===== src/rtl/mdio_pkg.sv =====
package mdio_pkg;
  localparam int ADDR_W    = 5;
  localparam int DATA_W    = 16;
  localparam int PRE_LEN   = 32;
  localparam int HDR_LEN   = 4 + 2 * ADDR_W;
  localparam int FRAME_LEN = HDR_LEN + 2 + DATA_W;
  localparam int TOTAL_LEN = PRE_LEN + FRAME_LEN;

  typedef struct packed {
    logic load;    // capture command, present first bit
    logic shift;   // advance to next outgoing bit (MDC falls)
    logic sample;  // capture mdioIn (MDC rises)
    logic mdcHi;
    logic mdcLo;
    logic finish;  // last bit complete
  } strobe_t;
endpackage


===== src/rtl/mdio_ctrl.sv =====
module mdio_ctrl
  import mdio_pkg::*;
#(
  parameter int CLK_DIV = 8
) (
  input  logic    clk,
  input  logic    rstN,
  input  logic    cmdStart,
  input  logic    cmdNoPre,
  output strobe_t stb,
  output logic    busy
);
  localparam int HALF  = CLK_DIV / 2;
  localparam int PH_W  = $clog2(CLK_DIV);
  localparam int CNT_W = $clog2(TOTAL_LEN);

  typedef enum logic {IDLE, RUN} state_t;

  state_t           state;
  logic [PH_W-1:0]  phase;
  logic [CNT_W-1:0] bitsLeft;
  logic             atRise;
  logic             atEnd;
  logic             lastBit;

  assign atRise  = phase == PH_W'(HALF - 1);
  assign atEnd   = phase == PH_W'(CLK_DIV - 1);
  assign lastBit = bitsLeft == '0;
  assign busy    = state == RUN;

  always_comb begin
    stb      = '0;
    stb.load = (state == IDLE) && cmdStart;
    if (state == RUN) begin
      stb.sample = atRise;
      stb.mdcHi  = atRise;
      stb.mdcLo  = atEnd;
      stb.finish = atEnd && lastBit;
      stb.shift  = atEnd && !lastBit;
    end
  end

  always_ff @(posedge clk) begin
    if (!rstN) begin
      state    <= IDLE;
      phase    <= '0;
      bitsLeft <= '0;
    end else if (state == IDLE) begin
      if (cmdStart) begin
        state    <= RUN;
        phase    <= '0;
        bitsLeft <= cmdNoPre ? CNT_W'(FRAME_LEN - 1) : CNT_W'(TOTAL_LEN - 1);
      end
    end else if (atEnd) begin
      phase <= '0;
      if (lastBit) state <= IDLE;
      else         bitsLeft <= bitsLeft - CNT_W'(1);
    end else begin
      phase <= phase + PH_W'(1);
    end
  end
endmodule


===== src/rtl/mdio_dp.sv =====
module mdio_dp
  import mdio_pkg::*;
(
  input  logic              clk,
  input  logic              rstN,
  input  strobe_t           stb,
  input  logic              cmdRead,
  input  logic [ADDR_W-1:0] cmdPhyAddr,
  input  logic [ADDR_W-1:0] cmdRegAddr,
  input  logic [DATA_W-1:0] cmdWrData,
  input  logic              cmdNoPre,
  input  logic              mdioIn,
  output logic              mdc,
  output logic              mdioOut,
  output logic              mdioOe,
  output logic [DATA_W-1:0] rdData,
  output logic              done,
  output logic              noResp
);
  logic [TOTAL_LEN-1:0] txShift;
  logic [TOTAL_LEN-1:0] oeShift;
  logic [DATA_W:0]      rxShift;
  logic                 isRead;
  logic [FRAME_LEN-1:0] frameBits;
  logic [FRAME_LEN-1:0] frameOe;
  logic [1:0]           opBits;
  logic [1:0]           taBits;
  logic [DATA_W-1:0]    dataBits;

  always_comb begin
    opBits    = cmdRead ? 2'b10 : 2'b01;
    taBits    = cmdRead ? 2'b00 : 2'b10;
    dataBits  = cmdRead ? '0 : cmdWrData;
    frameBits = {2'b01, opBits, cmdPhyAddr, cmdRegAddr, taBits, dataBits};
    frameOe   = cmdRead ? {{HDR_LEN{1'b1}}, {(FRAME_LEN - HDR_LEN){1'b0}}}
                        : {FRAME_LEN{1'b1}};
  end

  assign mdioOut = txShift[TOTAL_LEN-1];
  assign mdioOe  = oeShift[TOTAL_LEN-1];

  always_ff @(posedge clk) begin
    if (!rstN) begin
      txShift <= '0;
      oeShift <= '0;
      isRead  <= 1'b0;
    end else if (stb.load) begin
      isRead <= cmdRead;
      if (cmdNoPre) begin
        txShift <= {frameBits, {PRE_LEN{1'b0}}};
        oeShift <= {frameOe, {PRE_LEN{1'b0}}};
      end else begin
        txShift <= {{PRE_LEN{1'b1}}, frameBits};
        oeShift <= {{PRE_LEN{1'b1}}, frameOe};
      end
    end else if (stb.shift) begin
      txShift <= {txShift[TOTAL_LEN-2:0], 1'b0};
      oeShift <= {oeShift[TOTAL_LEN-2:0], 1'b0};
    end else if (stb.finish) begin
      oeShift <= '0;
    end
  end

  always_ff @(posedge clk) begin
    if (!rstN)          mdc <= 1'b0;
    else if (stb.mdcLo) mdc <= 1'b0;
    else if (stb.mdcHi) mdc <= 1'b1;
  end

  always_ff @(posedge clk) begin
    if (!rstN)           rxShift <= '0;
    else if (stb.sample) rxShift <= {rxShift[DATA_W-1:0], mdioIn};
  end

  always_ff @(posedge clk) begin
    if (!rstN) begin
      done   <= 1'b0;
      noResp <= 1'b0;
      rdData <= '0;
    end else begin
      done <= stb.finish;
      if (stb.finish) begin
        noResp <= isRead && rxShift[DATA_W];
        if (isRead) rdData <= rxShift[DATA_W] ? '1 : rxShift[DATA_W-1:0];
      end
    end
  end
endmodule


===== src/rtl/mdio_master.sv =====
module mdio_master
  import mdio_pkg::*;
#(
  parameter int CLK_DIV = 8
) (
  input  logic              clk,
  input  logic              rstN,
  input  logic              cmdStart,
  input  logic              cmdRead,
  input  logic [ADDR_W-1:0] cmdPhyAddr,
  input  logic [ADDR_W-1:0] cmdRegAddr,
  input  logic [DATA_W-1:0] cmdWrData,
  input  logic              cmdNoPre,
  input  logic              mdioIn,
  output logic              mdc,
  output logic              mdioOut,
  output logic              mdioOe,
  output logic              busy,
  output logic              done,
  output logic [DATA_W-1:0] rdData,
  output logic              noResp
);
  strobe_t stb;

  mdio_ctrl #(.CLK_DIV(CLK_DIV)) i_ctrl (
    .clk      (clk),
    .rstN     (rstN),
    .cmdStart (cmdStart),
    .cmdNoPre (cmdNoPre),
    .stb      (stb),
    .busy     (busy)
  );

  mdio_dp i_dp (
    .clk        (clk),
    .rstN       (rstN),
    .stb        (stb),
    .cmdRead    (cmdRead),
    .cmdPhyAddr (cmdPhyAddr),
    .cmdRegAddr (cmdRegAddr),
    .cmdWrData  (cmdWrData),
    .cmdNoPre   (cmdNoPre),
    .mdioIn     (mdioIn),
    .mdc        (mdc),
    .mdioOut    (mdioOut),
    .mdioOe     (mdioOe),
    .rdData     (rdData),
    .done       (done),
    .noResp     (noResp)
  );
endmodule


===== config.mk =====
export PLATFORM = sky130hd
export DESIGN_NAME = mdio_master
export DESIGN_NICKNAME = d
export VERILOG_FILES = /design/src/rtl/mdio_pkg.sv /design/src/rtl/mdio_ctrl.sv /design/src/rtl/mdio_dp.sv /design/src/rtl/mdio_master.sv
export SDC_FILE = /design/constraint.sdc
export NUM_CORES = 1
export LEC_CHECK = 0
export ABC_AREA = 1
export BUFFER_PORTS_ARGS = -buffer_cell sky130_fd_sc_hd__buf_2
export CELL_PAD_IN_SITES_DETAIL_PLACEMENT = 0
export CELL_PAD_IN_SITES_GLOBAL_PLACEMENT = 2
export CORE_MARGIN = 3
export CORE_UTILIZATION = 34
export CTS_CLUSTER_SIZE = 40
export DETAILED_ROUTE_END_ITERATION = 12
export PLACE_DENSITY_LB_ADDON = 0.1
export SYNTH_ARGS = -nofsm -noshare
export SYNTH_HDL_FRONTEND = slang
export SYNTH_SLANG_ARGS = --single-unit

===== constraint.sdc =====
create_clock -name clk -period 2 [get_ports clk]
set_input_delay 0.3 -clock clk [delete_from_list [all_inputs] [get_ports clk]]
set_output_delay 0.3 -clock clk [all_outputs]
set_load 0.1 [all_outputs]

After elaboration in Yosys (flattened, before gate mapping)

Cells that the tools add are included.

Add/subtract/negate cells: 2
Eq/ne operators: 4
Muxes and demuxes: 25
Bitwise operators: 2
Reductions and logical operators: 12

Operators with widths:

| operator                                                            | count |
|---|---|
| 64-bit two-way mux                                                  | 7 |
| 16-bit two-way mux                                                  | 2 |
| 6-bit two-way mux                                                   | 5 |
| 18-bit two-way mux                                                  | 1 |
| 3-bit two-way mux                                                   | 3 |
| 6-bit zero test                                                     | 1 |
| 6-bit by 1-bit subtractor with 6-bit output (second input constant) | 1 |
| 5-bit two-way mux                                                   | 1 |
| 1-bit logical AND                                                   | 4 |
| 1-bit two-way mux                                                   | 4 |
| 2-bit two-way mux                                                   | 2 |
| 2-bit != test (second input constant)                               | 2 |
| 2-bit nonzero test                                                  | 2 |
| 3-bit by 1-bit adder with 3-bit output (second input constant)      | 1 |
| 3-bit by 2-bit == test with 1-bit output (second input constant)    | 1 |
| 3-bit == test (second input constant)                               | 1 |
| 3-bit AND reduction                                                 | 1 |
| 3-bit nonzero test                                                  | 1 |
| 1-bit inverter                                                      | 2 |
| 2-bit AND reduction                                                 | 1 |
| 2-bit OR reduction                                                  | 1 |
| 1-bit zero test                                                     | 1 |

Bits in registers: 175

Depth between registers and ports, before layout

Depth after elaboration: 7
Gate-level depth with buffers: 11
Mapped depth without buffers: 10

Hierarchy

From an unflattened synthesis, not the netlist that was laid out.

Cells, all modules: 1121
Area total of the unflattened synthesis: 7848.8 sq um

Modules (own cells, without submodules):

| module    | instances | cells an instance | area each (sq um) | seq. area each (sq um) |
|---|---|---|---|---|
| mdio_dp   | 1         | 1036              | 7247.0            | 3303.2 |
| mdio_ctrl | 1         | 85                | 601.8             | 200.2 |

Worst setup path after synthesis

OpenSTA, ideal clock, no wires.

Path type: flip-flop to flip-flop
From: register i_ctrl.state (netlist: i_ctrl.busy)
To: register i_dp.txShift[30]
Library setup time: 113 ps
Arrival: 2009 ps
Required time: 1887 ps
Slack: -121 ps
Cell stages (with the launch flop): 10
Cells stage by stage: dfxtp_1 > nand2_2 > inv_2 > nand2_8 > nand2_4 > buf_6 > buf_6 > nand2_1 > nand2_1 > nor2_1

Cells in the longest elaborated chain, start to end: 3
Elaborated cells on any way between the ends: 5
Classes of those cells: mux (2); bitwise (1); reduce/logical (2)

Ends and longest elaborated chain:

| element                                                         | line            | text |
|---|---|---|
| from (decl)                                                     | mdio_ctrl.sv:19 | `state_t state;` |
| from (signal assigned)                                          | mdio_ctrl.sv:45 | `state <= IDLE;` |
| from (signal assigned)                                          | mdio_ctrl.sv:50 | `state <= RUN;` |
| from (signal assigned)                                          | mdio_ctrl.sv:56 | `if (lastBit) state <= IDLE;` |
| 1-bit inverter                                                  | mdio_ctrl.sv:33 | `stb.load = (state == IDLE) && cmdStart;` |
| 1-bit logical AND                                               | mdio_ctrl.sv:33 |  |
| 64-bit two-way mux / 2-bit nonzero test (equally long branches) | --              |  |
| to (signal assigned)                                            | mdio_dp.sv:50   | `txShift <= {frameBits, {PRE_LEN{1'b0}}};` |
| to (signal assigned)                                            | mdio_dp.sv:53   | `txShift <= {{PRE_LEN{1'b1}}, frameBits};` |
| to (signal assigned)                                            | mdio_dp.sv:57   | `txShift <= {txShift[TOTAL_LEN-2:0], 1'b0};` |
| to (decl)                                                       | mdio_dp.sv:20   | `logic [TOTAL_LEN-1:0] txShift;` |

Several ways; a longest one is shown, not always the timed one.
A chain may end at the register's enable or synchronous reset.

Worst setup path in the final report

From: register i_ctrl.phase[0]
To: register i_dp.txShift[21]

Cells in the longest elaborated chain, start to end: 4

Ends and longest elaborated chain:

| element                      | line            | text |
|---|---|---|
| from (decl)                  | mdio_ctrl.sv:20 | `logic [PH_W-1:0] phase;` |
| from (signal assigned)       | mdio_ctrl.sv:59 | `phase <= phase + PH_W'(1);` |
| 3-bit == test                | mdio_ctrl.sv:27 | `assign atEnd = phase == PH_W'(CLK_DIV - 1);` |
| 1-bit logical AND            | mdio_ctrl.sv:39 | `stb.shift = atEnd && !lastBit;` |
| 5-bit two-way mux            | mdio_ctrl.sv:34 | `if (state == RUN) begin` |
| 2-bit nonzero test (no line) | --              |  |

Every way passes these cells.

==> impl_results.md <==
* Outcome: finished clean
* Worst-Skew Late Latency at 0.42 ns
* Hold path depth at 3
* Startpoint Class: flip-flop
* Register area at 3500 µm²
* Largest net degree at the start of global routing at 62
* Finished layout cell area at around 9000 µm²
* Setup TNS Final at 0 ns
* RSZ-0062 raised after global routing: false
* Worst Max-Slew Pin Slew at 0.643 ns
* Worst slew margin at 0.571
* Post-CTS sizing at 0
* Max Clock Skew at about 0.012 ns
* Core area at around 22,000 µm²
* Worst reg2reg path startpoint: i_ctrl.phase[0]$_SDFFE_PN0P_
* CP peak stage delay at between 0.3 and 0.4 ns
* Detailed Route WL at ~20 mm
* Synth unique cells at 31
* CTS tree: yes
* Count of port buffers added during placement at 53
* Final hold vios at 0
* Vias/cell at 4.70
* Hold path startpoint: cmdWrData[0]
* Worst reg-to-reg setup slack at 0.22 ns
* Fin crit period at 1.78 ns
* Vias in the first global route at about 6,600
* M1 wire length at between 10 and 15 mm
* Worst EP arrival at roughly 2.1 ns
* VDD IR max at between 0.5 and 0.6 mV
* DPL Wire Length at about 12 mm
* Cells after Synth at 1,141
* Clock Sink Count at approximately 180
* Syn Area/Cell at between 6 and 7 µm²
* Die Y at roughly 160 µm
* DR top layer: met5
* CP Capture Type: flip-flop
* Top delay family on crit path: simple AND/OR/NAND/NOR gates
* Worst-path clk slew at around 0.07 ns
* Multi-input logic area at 3620 µm²
* CTS Buf Count at 17
* Gr usage total at 0.165
* Boundary Pins at 54
* Placed Area at approximately 8400 µm²
* Top cells by area, synth: dfxtp_1 (45%), nand2_1 (15%), nor2_1 (10%), o21ai_0 (7.0%), nand3_1 (5.4%)
* Syn_nets at about 1,200
* RR Endpoint: i_dp.txShift[21]$_SDFFE_PN0P_
* Initial DRC count at ~310
* Std cell rows at 54
* Mapped cell area at approximately 7800 µm²
* CTS max path bufs at 2
* Htree depth at 4
* Grt total ovfl at 0
* WL per Instance at ~13 µm
* Post-synthesis sequential area ratio at 0.452
* Worst EP required at roughly 2.3 ns
* Final Cycle Share at 0.889
* Slowest cell on the critical path: dfxtp_1
* Filler cells at about 2,400
* Critical Path, Cell by Cell: ha_1 -> ha_1 -> nand2_2 -> inv_2 -> nand2_8 -> nand2_4 -> inv_4 -> buf_4 -> nor2_1 -> nor2_1
* Clk root buf: clkbuf_16
* Pwr dens at 895 nW/µm²
* DIE WIDTH at between 150 and 200 µm
* Worst hold endpoint: i_dp.txShift[0]$_SDFFE_PN0P_
* Met3 wire length at between 500 and 600 µm
* Routed vias at between 6,000 and 7,000
* FF-to-FF path depth at 10
* Fin nets at between 1,000 and 1,500
* Share of the synthesized area in the top cell type at 0.452
* Worst-path fanout max at 16
* Antenna cells at 0
* Final setup fails at 0
* Critical path class: reg2reg
* First-pass GRT wire length at between 30 and 40 mm
* Seq cells post-synth at between 150 and 200
* Starting Density at 0.351
* WL met2 at 8.91 mm
* Initial antenna violation count at 1
* Max Cap Viol at 0
* Share of cells above drive strength 1 at 0.118
* Area Growth Syn to Fin at 16.1%
* Leakage at around 4.2 nW
* Final Max Tran Viols at 0
* Drc violations at 0
* Full die area at about 25,000 µm²
* RD Place Congestion at just under 0.7
* Post-route ant nets at 0
* Buffers & Inverters on Critical Path at 3
* Largest area contributor in the netlist: dfxtp_1
* Yosys warning total at 0
* Peak Freq at approximately 560 MHz
* Hold WC Path Type: in2reg
* DRT Pass-1 Iters at 5
layout make-up:
class | count | share of cell area
tap | 280 | 0.0389
sequential | 175 | 0.389
clock buffer | 19 | 0.0492
multi-input combinational | 820 | 0.402
clock inverter | 13 | 0.0167
inverter | 68 | 0.0286
timing repair buffer | 87 | 0.0748
cell usage after synthesis (all sizes together):
| library cell | count |
|---|---|
| nand4 | 1 |
| dfxtp | 175 |
| a21oi | 49 |
| nand3b | 2 |
| o21ai | 130 |
| clkbuf | 35 |
| ha | 4 |
| nand3 | 84 |
| inv | 66 |
| a31oi | 1 |
| a21boi | 1 |
| nor2 | 218 |
| nand2 | 313 |
| nor3 | 2 |
| clkinv | 2 |
| or2 | 3 |
| o21a | 12 |
| buf | 43 |
state kept, by name, summed over array words and instances (netlist names):
name / flops
i_ctrl.busy: 1
i_dp.done: 1
i_dp.rxShift: 17
i_dp.isRead: 1
i_dp.noResp: 1
i_dp.rdData: 16
i_dp.mdc: 1
i_dp.oeShift: 64
i_dp.txShift: 64
i_ctrl.bitsLeft: 6
i_ctrl.phase: 3
power by group:
part	leakage (nW)	internal (mW)	switching [mW]	total, mW
Combinational	2.51	0.310	0.554	0.864
Clock	0.291	1.91	1.49	3.39
Sequential	1.44	3.69	0.110	3.80
Total	4.24	5.91	2.15	8.06
tightest hold or removal path, stage by stage:
cell     delay [ns]
buf_2          0.10
nand3_1        0.07
a21oi_1        0.06
placed cells by master (no fill, tap or decap), types with 3 or more instances in the layout:
cell         n
buf_2       52
a21oi_1     49
clkbuf_16   17
inv_1       60
inv_6        6
nor2_1     213
nand2_1    308
inv_2        5
nand3_1     83
o21ai_1     22
nand2_4      3
buf_12      12
ha_1         4
or2_2        3
buf_4       23
dfxtp_1    174
nor2_4       3
o21ai_0    108
o21a_1      12
timing repair:
action,in CTS,in global routing
hold endpoints to repair,0,0
buffers inserted,0,2
setup endpoints to repair,0,5
hold buffers,0,0
metrics by stage:
| step | std cells | utilization | setup WS [ns] | total power [mW] | hold WS, ns |
|---|---|---|---|---|---|
| 2_1_floorplan | 1141 | - | 0.248 | 4.49 | 0.435 |
| 3_3_place_gp | 1428 | 0.379 | 0.216 | 4.76 | 0.450 |
| 3_5_place_dp | 1428 | 0.379 | 0.181 | 4.76 | 0.449 |
| 4_1_cts | 1460 | 0.406 | 0.166 | 8.18 | 0.149 |
| 5_1_grt | 1462 | 0.407 | 0.0175 | 8.46 | 0.156 |
| 6_report | 1462 | 0.407 | 0.223 | 8.06 | 0.170 |
worst max-delay path by stage:
stage                                 startpoint                             to  slack (ns)  cells after the start
global placement    i_ctrl.phase[0]$_SDFFE_PN0P_    i_dp.rdData[8]$_SDFFE_PN0P_        0.22                      9
detailed placement  i_ctrl.phase[0]$_SDFFE_PN0P_    i_dp.rdData[2]$_SDFFE_PN0P_        0.18                      9
finish              i_ctrl.phase[0]$_SDFFE_PN0P_  i_dp.txShift[21]$_SDFFE_PN0P_        0.22                     10
floorplan                 i_ctrl.busy$_SDFF_PN0_  i_dp.oeShift[60]$_SDFFE_PN0P_        0.25                      7
CTS                 i_ctrl.phase[0]$_SDFFE_PN0P_    i_dp.rdData[2]$_SDFFE_PN0P_        0.17                      9
global route        i_ctrl.phase[0]$_SDFFE_PN0P_  i_dp.oeShift[25]$_SDFFE_PN0P_        0.02                     11
metal layers:
metal / track usage / up-vias
met5: 0 / -
met2: 0.265 / 79
met4: 0.0459 / 2
met3: 0.0291 / 8
li1: - / 3652
met1: 0.228 / 3132
cell families (layout without fill, tap and decap cells):
group | after synthesis | in the layout | share of synthesized area
buffers and inverters | 146 | 187 | 0.0819
adders and majority gates | 4 | 4 | 0.00645
DFF | 175 | 175 | 0.452
and+or+nand+nor | 623 | 623 | 0.331
AOI/OAI and AO/OA | 193 | 193 | 0.129
Power figures use the tool's default switching activity.
